### config.mk
export PLATFORM = sky130hd
export DESIGN_NAME = sdram_col_seq
export DESIGN_NICKNAME = d
export VERILOG_FILES = /design/src/rtl/sdr_colgen_pkg.sv /design/src/rtl/colgen_mode_reg.sv /design/src/rtl/colgen_beat_ctr.sv /design/src/rtl/colgen_addr_gen.sv /design/src/rtl/sdram_col_seq.sv
export SDC_FILE = /design/constraint.sdc
export NUM_CORES = 1
export LEC_CHECK = 0
export BUFFER_PORTS_ARGS = -buffer_cell sky130_fd_sc_hd__buf_2
export CAP_MARGIN = 40
export CORE_AREA = 5 5 63 65
export DETAILED_ROUTE_END_ITERATION = 16
export DIE_AREA = 0 0 68 70
export GPL_ROUTABILITY_DRIVEN = 0
export PLACE_DENSITY = 0.73
export RECOVER_POWER = 100
export SETUP_SLACK_MARGIN = 0.3
export SLEW_MARGIN = 25
export SYNTH_ARGS = -nofsm -noshare
export SYNTH_HDL_FRONTEND = slang
export SYNTH_SLANG_ARGS = --single-unit
### constraint.sdc
create_clock -name clk -period 2.2 [get_ports clk]
set_input_delay 0.11 -clock clk [delete_from_list [all_inputs] [get_ports clk]]
set_output_delay 0.11 -clock clk [all_outputs]
set_load 0.01 [all_outputs]
### src/rtl/sdr_colgen_pkg.sv
package sdr_colgen_pkg;

    localparam int OPW = 11;

    // Order of fields follows the operand bit positions (bit 9 down to 0).
    typedef struct packed {
        logic       wr_single;
        logic [1:0] test_sel;
        logic [2:0] lat_code;
        logic       interleave;
        logic [2:0] len_code;
    } mode_t;

    function automatic logic len_reserved(input logic [2:0] code, input logic ilv);
        logic ok;
        ok = (code[2] == 1'b0) || (code == 3'b111 && !ilv);
        return !ok;
    endfunction

endpackage

### src/rtl/colgen_mode_reg.sv
module colgen_mode_reg
    import sdr_colgen_pkg::*;
#(
    parameter int COL_W = 8
) (
    input  logic             clk,
    input  logic             rst,
    input  logic             cke,
    input  logic             mrs_stb,
    input  logic [OPW-1:0]   mrs_op,
    output mode_t            mode_q,
    output logic [COL_W-1:0] rd_mask,
    output logic             mode_err
);
    logic unused_opbits;
    assign unused_opbits = ^{mrs_op[OPW-1], mode_q.test_sel, mode_q.lat_code};

    always_ff @(posedge clk) begin
        if (rst)
            mode_q <= '0;
        else if (cke && mrs_stb)
            mode_q <= mode_t'(mrs_op[9:0]);
    end

    always_comb begin
        case (mode_q.len_code)
            3'b001:  rd_mask = COL_W'(1);
            3'b010:  rd_mask = COL_W'(3);
            3'b011:  rd_mask = COL_W'(7);
            3'b111:  rd_mask = mode_q.interleave ? '0 : '1;
            default: rd_mask = '0;
        endcase
    end

    assign mode_err = len_reserved(mode_q.len_code, mode_q.interleave);

    p_load_gated_r1: assert property (@(posedge clk) disable iff (rst)
        (!cke && !$past(rst)) |=> $stable(mode_q));

    p_reserved_single_r10: assert property (@(posedge clk) disable iff (rst)
        mode_err |-> (rd_mask == '0));

endmodule

### src/rtl/colgen_beat_ctr.sv
module colgen_beat_ctr #(
    parameter int COL_W = 8
) (
    input  logic             clk,
    input  logic             rst,
    input  logic             cke,
    input  logic             start_stb,
    input  logic             start_wr,
    input  logic [COL_W-1:0] start_col,
    input  logic             stop_stb,
    input  logic [COL_W-1:0] rd_mask,
    input  logic             wr_single,
    input  logic             interleave,
    output logic             vld,
    output logic             last,
    output logic [COL_W-1:0] idx,
    output logic [COL_W-1:0] mask_q,
    output logic [COL_W-1:0] base_col,
    output logic             ilv_q
);
    assign last = vld && (idx == mask_q);

    always_ff @(posedge clk) begin
        if (rst) begin
            vld      <= 1'b0;
            idx      <= '0;
            mask_q   <= '0;
            base_col <= '0;
            ilv_q    <= 1'b0;
        end else if (cke) begin
            if (start_stb) begin
                vld      <= 1'b1;
                idx      <= '0;
                base_col <= start_col;
                mask_q   <= (start_wr && wr_single) ? '0 : rd_mask;
                ilv_q    <= interleave;
            end else if (vld) begin
                if (stop_stb || last)
                    vld <= 1'b0;
                else
                    idx <= idx + COL_W'(1);
            end
        end
    end

    p_freeze_r8: assert property (@(posedge clk) disable iff (rst)
        (!cke && !$past(rst)) |=> ($stable(idx) && $stable(vld)));

    p_stop_ends_r7: assert property (@(posedge clk) disable iff (rst)
        (cke && stop_stb && !start_stb) |=> !vld);

    p_last_ends_r11: assert property (@(posedge clk) disable iff (rst)
        (cke && last && !start_stb) |=> !vld);

endmodule

### src/rtl/colgen_addr_gen.sv
module colgen_addr_gen #(
    parameter int COL_W = 8
) (
    input  logic [COL_W-1:0] base_col,
    input  logic [COL_W-1:0] idx,
    input  logic [COL_W-1:0] mask,
    input  logic             interleave,
    output logic [COL_W-1:0] col
);
    logic [COL_W-1:0] sum;
    assign sum = base_col + idx;

    // Bits inside the burst block move; bits above it stay at the start column.
    for (genvar b = 0; b < COL_W; b++) begin : g_bit
        assign col[b] = mask[b] ? (interleave ? (base_col[b] ^ idx[b]) : sum[b])
                                : base_col[b];
    end

endmodule

### src/rtl/sdram_col_seq.sv
module sdram_col_seq
    import sdr_colgen_pkg::*;
#(
    parameter int COL_W = 8
) (
    input  logic             clk,
    input  logic             rst,
    input  logic             cke,
    input  logic             mrs_stb,
    input  logic [10:0]      mrs_op,
    input  logic             start_stb,
    input  logic             start_wr,
    input  logic [COL_W-1:0] start_col,
    input  logic             stop_stb,
    output logic [COL_W-1:0] col_out,
    output logic             col_vld,
    output logic             col_last,
    output logic             mode_err
);
    mode_t            mode_q;
    logic [COL_W-1:0] rd_mask, idx, mask_q, base_col;
    logic             ilv_q;

    colgen_mode_reg #(.COL_W(COL_W)) u_mode (
        .clk(clk), .rst(rst), .cke(cke), .mrs_stb(mrs_stb), .mrs_op(mrs_op),
        .mode_q(mode_q), .rd_mask(rd_mask), .mode_err(mode_err)
    );

    colgen_beat_ctr #(.COL_W(COL_W)) u_ctr (
        .clk(clk), .rst(rst), .cke(cke), .start_stb(start_stb),
        .start_wr(start_wr), .start_col(start_col), .stop_stb(stop_stb),
        .rd_mask(rd_mask), .wr_single(mode_q.wr_single),
        .interleave(mode_q.interleave), .vld(col_vld), .last(col_last),
        .idx(idx), .mask_q(mask_q), .base_col(base_col), .ilv_q(ilv_q)
    );

    colgen_addr_gen #(.COL_W(COL_W)) u_addr (
        .base_col(base_col), .idx(idx), .mask(mask_q),
        .interleave(ilv_q), .col(col_out)
    );

    p_start_loads_r9: assert property (@(posedge clk) disable iff (rst)
        (cke && start_stb) |=> (col_vld && col_out == $past(start_col)));

    p_last_in_burst_r11: assert property (@(posedge clk) disable iff (rst)
        col_last |-> col_vld);

    p_out_frozen_r8: assert property (@(posedge clk) disable iff (rst)
        (!cke && !$past(rst)) |=> $stable(col_out));

endmodule

# Word level (Yosys, flattened, before mapping)
# Index checks and enable logic that the tools add are counted.
# word_totals
out_inout_bits	11
wordCells	61
reg_bits	31
in_bits	26
# op_classes
add_sub_neg	2
reduce_logical	11
mux	25
n_bitwise	9
eq_ne	6
# ops
cell	count
two-way mux 8 bit	5
one-hot mux 8 bit (4 select lines)	1
two-way mux 1 bit	19
adder 8 x 1 -> 8 bit, second input constant	1
adder 8 bit	1
equality test 8 bit	1
bitwise XOR 1 bit	8
equality test 3 x 2 -> 1 bit, second input constant	2
logical AND 1 bit	4
equality test 3 x 1 -> 1 bit, second input constant	1
equality test 3 bit, second input constant	1
AND reduction 3 bit	1
zero test 1 bit	2
logical OR 1 bit	2
!= test 2 bit, second input constant	1
AND reduction 2 bit	1
nonzero test 2 bit	1
NOT 1 bit	1

# Depth between registers and ports, before layout
# depth
word_depth	6
depth_mapped	8
ltp_nobuf	8

# Cells and area by module
# Synthesis repeated with hierarchy kept, for this count alone.
# unflattened
cells_unflattened	249
hier_area_um2	2100.8
# modules_own_cells
module	cells_per_inst	seq_area_each_um2	instances	area_each_um2
colgen_beat_ctr	131	520.5	1	1131.1
colgen_mode_reg	57	200.2	1	551.8
colgen_addr_gen	61	0.0	1	417.9

# Worst setup path after synthesis
# Ideal clock, no wire load.
# synth_path
kind	register to output
from	register u_ctr.idx[0]
to	output col_out[4]
setup_slack_ns	0.392
t_required_ns	2.090
n_path_buf	0
t_arrival_ns	1.698
path_stages_with_launch	9
cell_sequence	dfxtp_1 -> ha_1 -> inv_1 -> fa_1 -> nor2b_1 -> o21ai_0 -> a21oi_1 -> xnor2_1 -> a21oi_1
# synth_via
elab_chain_len	3
# synth_lines
element	line_no	text
start, declared	colgen_beat_ctr.sv:16	output logic [COL_W-1:0] idx,
start signal, assigned	colgen_beat_ctr.sv:41	idx <= idx + COL_W'(1);
adder 8 bit	colgen_addr_gen.sv:11	assign sum = base_col + idx;
two-way mux 1 bit (2 in series)	colgen_addr_gen.sv:15	assign col[b] = mask[b] ? (interleave ? (base_col[b] ^ idx[b]) : sum[b])
end, declared	sdram_col_seq.sv:15	output logic [COL_W-1:0] col_out,
# No other way between the ends.

# Final worst setup path
# layout_path
from	register u_ctr.base_col[0]
to	output col_out[4]
# layout_via
elab_chain_len	3
# layout_lines
element	line_no	text
start, declared	colgen_beat_ctr.sv:18	output logic [COL_W-1:0] base_col,
start signal, assigned	colgen_beat_ctr.sv:34	base_col <= start_col;
adder 8 bit	colgen_addr_gen.sv:11	
two-way mux 1 bit (2 in series)	colgen_addr_gen.sv:15	
# No other way between the ends.

==> flow_metrics.env <==
export IMPL_status="finished, final reports clean"
export IMPL_peakVddDrop_mv=0.258
export IMPL_critPathMaxStageDelay_ns=0.40
export IMPL_p_comb_share_pct=15.2
export IMPL_dieArea_sq_um=4760
export IMPL_synth_seq_cells=27
export IMPL_grt_first_pass_wirelength_microns=6930
export IMPL_ys_warn_count=0
export IMPL_required_ns=2.09
export IMPL_cts_made_buffers=3
export IMPL_clkSinkCount=27
export IMPL_drtPass1Iterations=4
export IMPL_synthTopCellsByArea="dfxtp_1 34%, a21oi_1 8.7%, nand2_1 8.6%, ha_1 6.2%, nand3_1 3.7%"
export IMPL_drt_iter0_drc=56
export IMPL_internal_power_uw=631
export IMPL_start_kind="register"
export IMPL_cts_clk_slew_worst_paths_ns=0.16
export IMPL_via_count=1661
export IMPL_yosysMostFrequentCell="nand2_1"
export IMPL_tightest_slew_ns=0.610
export IMPL_arrival_ns=2.05
export IMPL_worstPathMaxFanout=3
export IMPL_cp_slowest_cell="dfxtp_4"
export IMPL_cts_tree="done"
export IMPL_drv_slew=0
export IMPL_hold_violations=0
export IMPL_leakagePower_nw=0.789
export IMPL_wl_per_cell_microns=13.9
export IMPL_fin_tns_setup_ns=0
export IMPL_die_h_microns=70
export IMPL_syn_inst=209
export IMPL_antenna_found_initial=0
export IMPL_crit_type="register to output pin"
export IMPL_max_slew_margin_pct=59.3
export IMPL_crit_buf_inv=2
export IMPL_final_util_pct=66.9
export IMPL_portBuffers=30
export IMPL_switching_power_uw=240
export IMPL_synth_compound_area_share_pct=22.9
export IMPL_skew_ns=0.00745
export IMPL_cts_path_max_buffers=2
export IMPL_grt_ovfl_total=0
export IMPL_clk_latency_ns=0.33
export IMPL_cts_max_level=1
export IMPL_start_util_pct=49.0
export IMPL_synth_edf_count=0
export IMPL_fmax_mhz=463
export IMPL_yosysTopAreaCell="dfxtp_1"
export IMPL_finalNetCount=294
export IMPL_worst_hold_path_type="input pin to register"
export IMPL_netSwitchingFraction_pct=27.5
export IMPL_power_uw=871
export IMPL_grt_max_degree=21
export IMPL_path_cells="ha_4 -> inv_2 -> fa_2 -> nor2b_2 -> o21ai_2 -> a21oi_2 -> xnor2_1 -> a21oi_1 -> buf_2"
export IMPL_ys_flop_type="dfxtp_1"
export IMPL_synth_seq_area_share_pct=33.6
export IMPL_synth_top_family_by_area="simple AND/OR/NAND/NOR gates"
export IMPL_pre_cts_ws_ns=0.241
export IMPL_yosys_area_share_xor_xnor_pct=3.81
export IMPL_synthAdderAreaFrac_pct=7.47
export IMPL_first_global_vias=1546
export IMPL_rsz0062_at_grt="true"
export IMPL_fp_dieW_microns=68
export IMPL_syn2layout_area_growth_pct=36.6
export IMPL_end_kind="output pin"
export IMPL_avgSynthCellArea_sq_um=7.70
export IMPL_postRouteWirelength_microns=4220
export IMPL_dp_hpwl_microns=2710
export IMPL_postRouteAntennaNets=0
export IMPL_pwr_share_clk_pct=25.7
export IMPL_drv_cap=0
export IMPL_powerDensity_nw_per_um2=396
export IMPL_drive_above_1_share_pct=33.3
export IMPL_final_fill_count=266
export IMPL_synthMuxAreaShare_pct=1.32
export IMPL_syn_area_sq_um=1610
export IMPL_crit_family="adder cells"
export IMPL_synth_distinct_cells=43
export IMPL_synthDominantCellAreaShare_pct=33.6
export IMPL_synth_simple_gate_area_share_pct=26.8
export IMPL_cts_root_buf="clkbuf_4"
export IMPL_fin_crit_ns=2.16
export IMPL_fin_ws_ns=0.0389
export IMPL_period_share_pct=98.2
export IMPL_yosys_top_cells_count="37 x nand2_1, 28 x a21oi_1, 27 x dfxtp_1, 13 x nor2_1, 12 x nand3_1"
export IMPL_diodes=0
export IMPL_grt_total_usage_pct=18.6
export IMPL_drc_errors=0
export IMPL_viasPerCell=5.46
export IMPL_fp_row_count=21
export IMPL_core_area_sq_um=3280
export IMPL_synthArstFlopShare_pct=0
export IMPL_syn_num_nets=244
export IMPL_setup_viol=0
export IMPL_seqPwrFrac_pct=59.1
export IMPL_ios=37
==> final timing paths <==
path / startpoint / to / slack (ns) / depth (start not counted)
setup / recovery: u_ctr.base_col[0] / col_out[4] / 0.04 / 9
hold / removal: mrs_op[1] / u_mode.mode_q[1] / 0.01 / 3
setup reg to reg: u_ctr.idx[3] / u_ctr.idx[7] / 0.21 / 7
hold reg to reg: u_mode.mode_q[9] / u_mode.mode_q[9] / 0.46 / 2
==> worst register-to-register path, cell delays in order (launching register included) <==
cell and delay (ns):
dfxtp_1 0.37, clkbuf_2 0.15, nor4_1 0.45, a2bb2oi_4 0.13, o31ai_4 0.25, clkbuf_2 0.31, nor4_1 0.09, o21a_1 0.17
==> cell families after synthesis <==
group | Yosys count
XOR/XNOR | 7
flip-flops | 27
AO/OA/AOI/OAI | 59
multiplexers | 2
buffers and inverters | 15
adder cells (fa/ha/maj) | 9
AND/OR/NAND/NOR | 90
==> layout make-up <==
| cell class | count | area (sq um) | area share (%) |
|---|---|---|---|
| well taps | 46 | 57.6 | 2.62 |
| clock inverters | 1 | 5.00 | 0.228 |
| repair buffers | 53 | 328 | 14.9 |
| clock buffers | 3 | 22.5 | 1.02 |
| inverters | 7 | 26.3 | 1.20 |
| multi-input cells | 167 | 1190 | 54.2 |
| flip-flops and latches | 27 | 568 | 25.8 |
==> per-layer routing <==
| metal | track usage, % | vias up | part of all wire [%] |
|---|---|---|---|
| met5 | 0 | - | 0 |
| met4 | 8.39 | 0 | 2.6 |
| met3 | 3.21 | 12 | 5.1 |
| met2 | 32.0 | 43 | 52 |
| met1 | 21.6 | 767 | 40 |
| li1 | - | 839 | - |
==> flip-flops by register name, indices dropped and copies added, names as in the netlist <==
register and count:
u_ctr.idx 8, u_ctr.vld 1, u_ctr.base_col 8, u_mode.mode_q 5, u_ctr.ilv_q 1, u_ctr.mask_q 4
==> power groups by stage <==
stage / combinational (mW) / sequential (mW) / clock [mW]
floorplan: 0.0655 / 0.523 / 0
global route: 0.147 / 0.517 / 0.244
CTS: 0.128 / 0.512 / 0.227
detailed placement: 0.106 / 0.526 / 0
global placement: 0.104 / 0.526 / 0
finish: 0.132 / 0.515 / 0.224
==> cells in the final DEF (no fill, tap or decap), types with 3 or more instances in the layout <==
cell type,count
a21oi_1,24
a21oi_2,4
buf_2,23
buf_4,14
clkbuf_1,6
clkbuf_2,3
clkbuf_4,3
dfxtp_1,13
dfxtp_2,10
dfxtp_4,4
dlygate4sd3_1,7
ha_4,7
inv_1,6
nand2_1,37
nand2b_1,6
nand3_1,10
nor2_1,13
nor4_1,4
o21ai_0,8
o21ai_1,3
o21ai_2,3
or3_1,6
xnor2_1,6
==> what timing repair did <==
item                                    in CTS  in global routing
resized for setup                           38                 17
endpoints found under the setup margin       7                  9
hold buffers                                 7                  0
gates cloned                                 0                  0
endpoints found under the hold margin        7                  0
pin swaps                                   15                 13
buffers inserted                             9                  0
==> through the flow <==
stage,hold WS [ns],area (sq um),instances
6_report,0.0106,2200,304
5_1_grt,0.00696,2200,304
4_1_cts,0.00553,2140,304
3_5_place_dp,0.357,1830,284
3_3_place_gp,0.352,1830,284
2_1_floorplan,0.246,1610,209
Power figures use the tool's default switching activity.
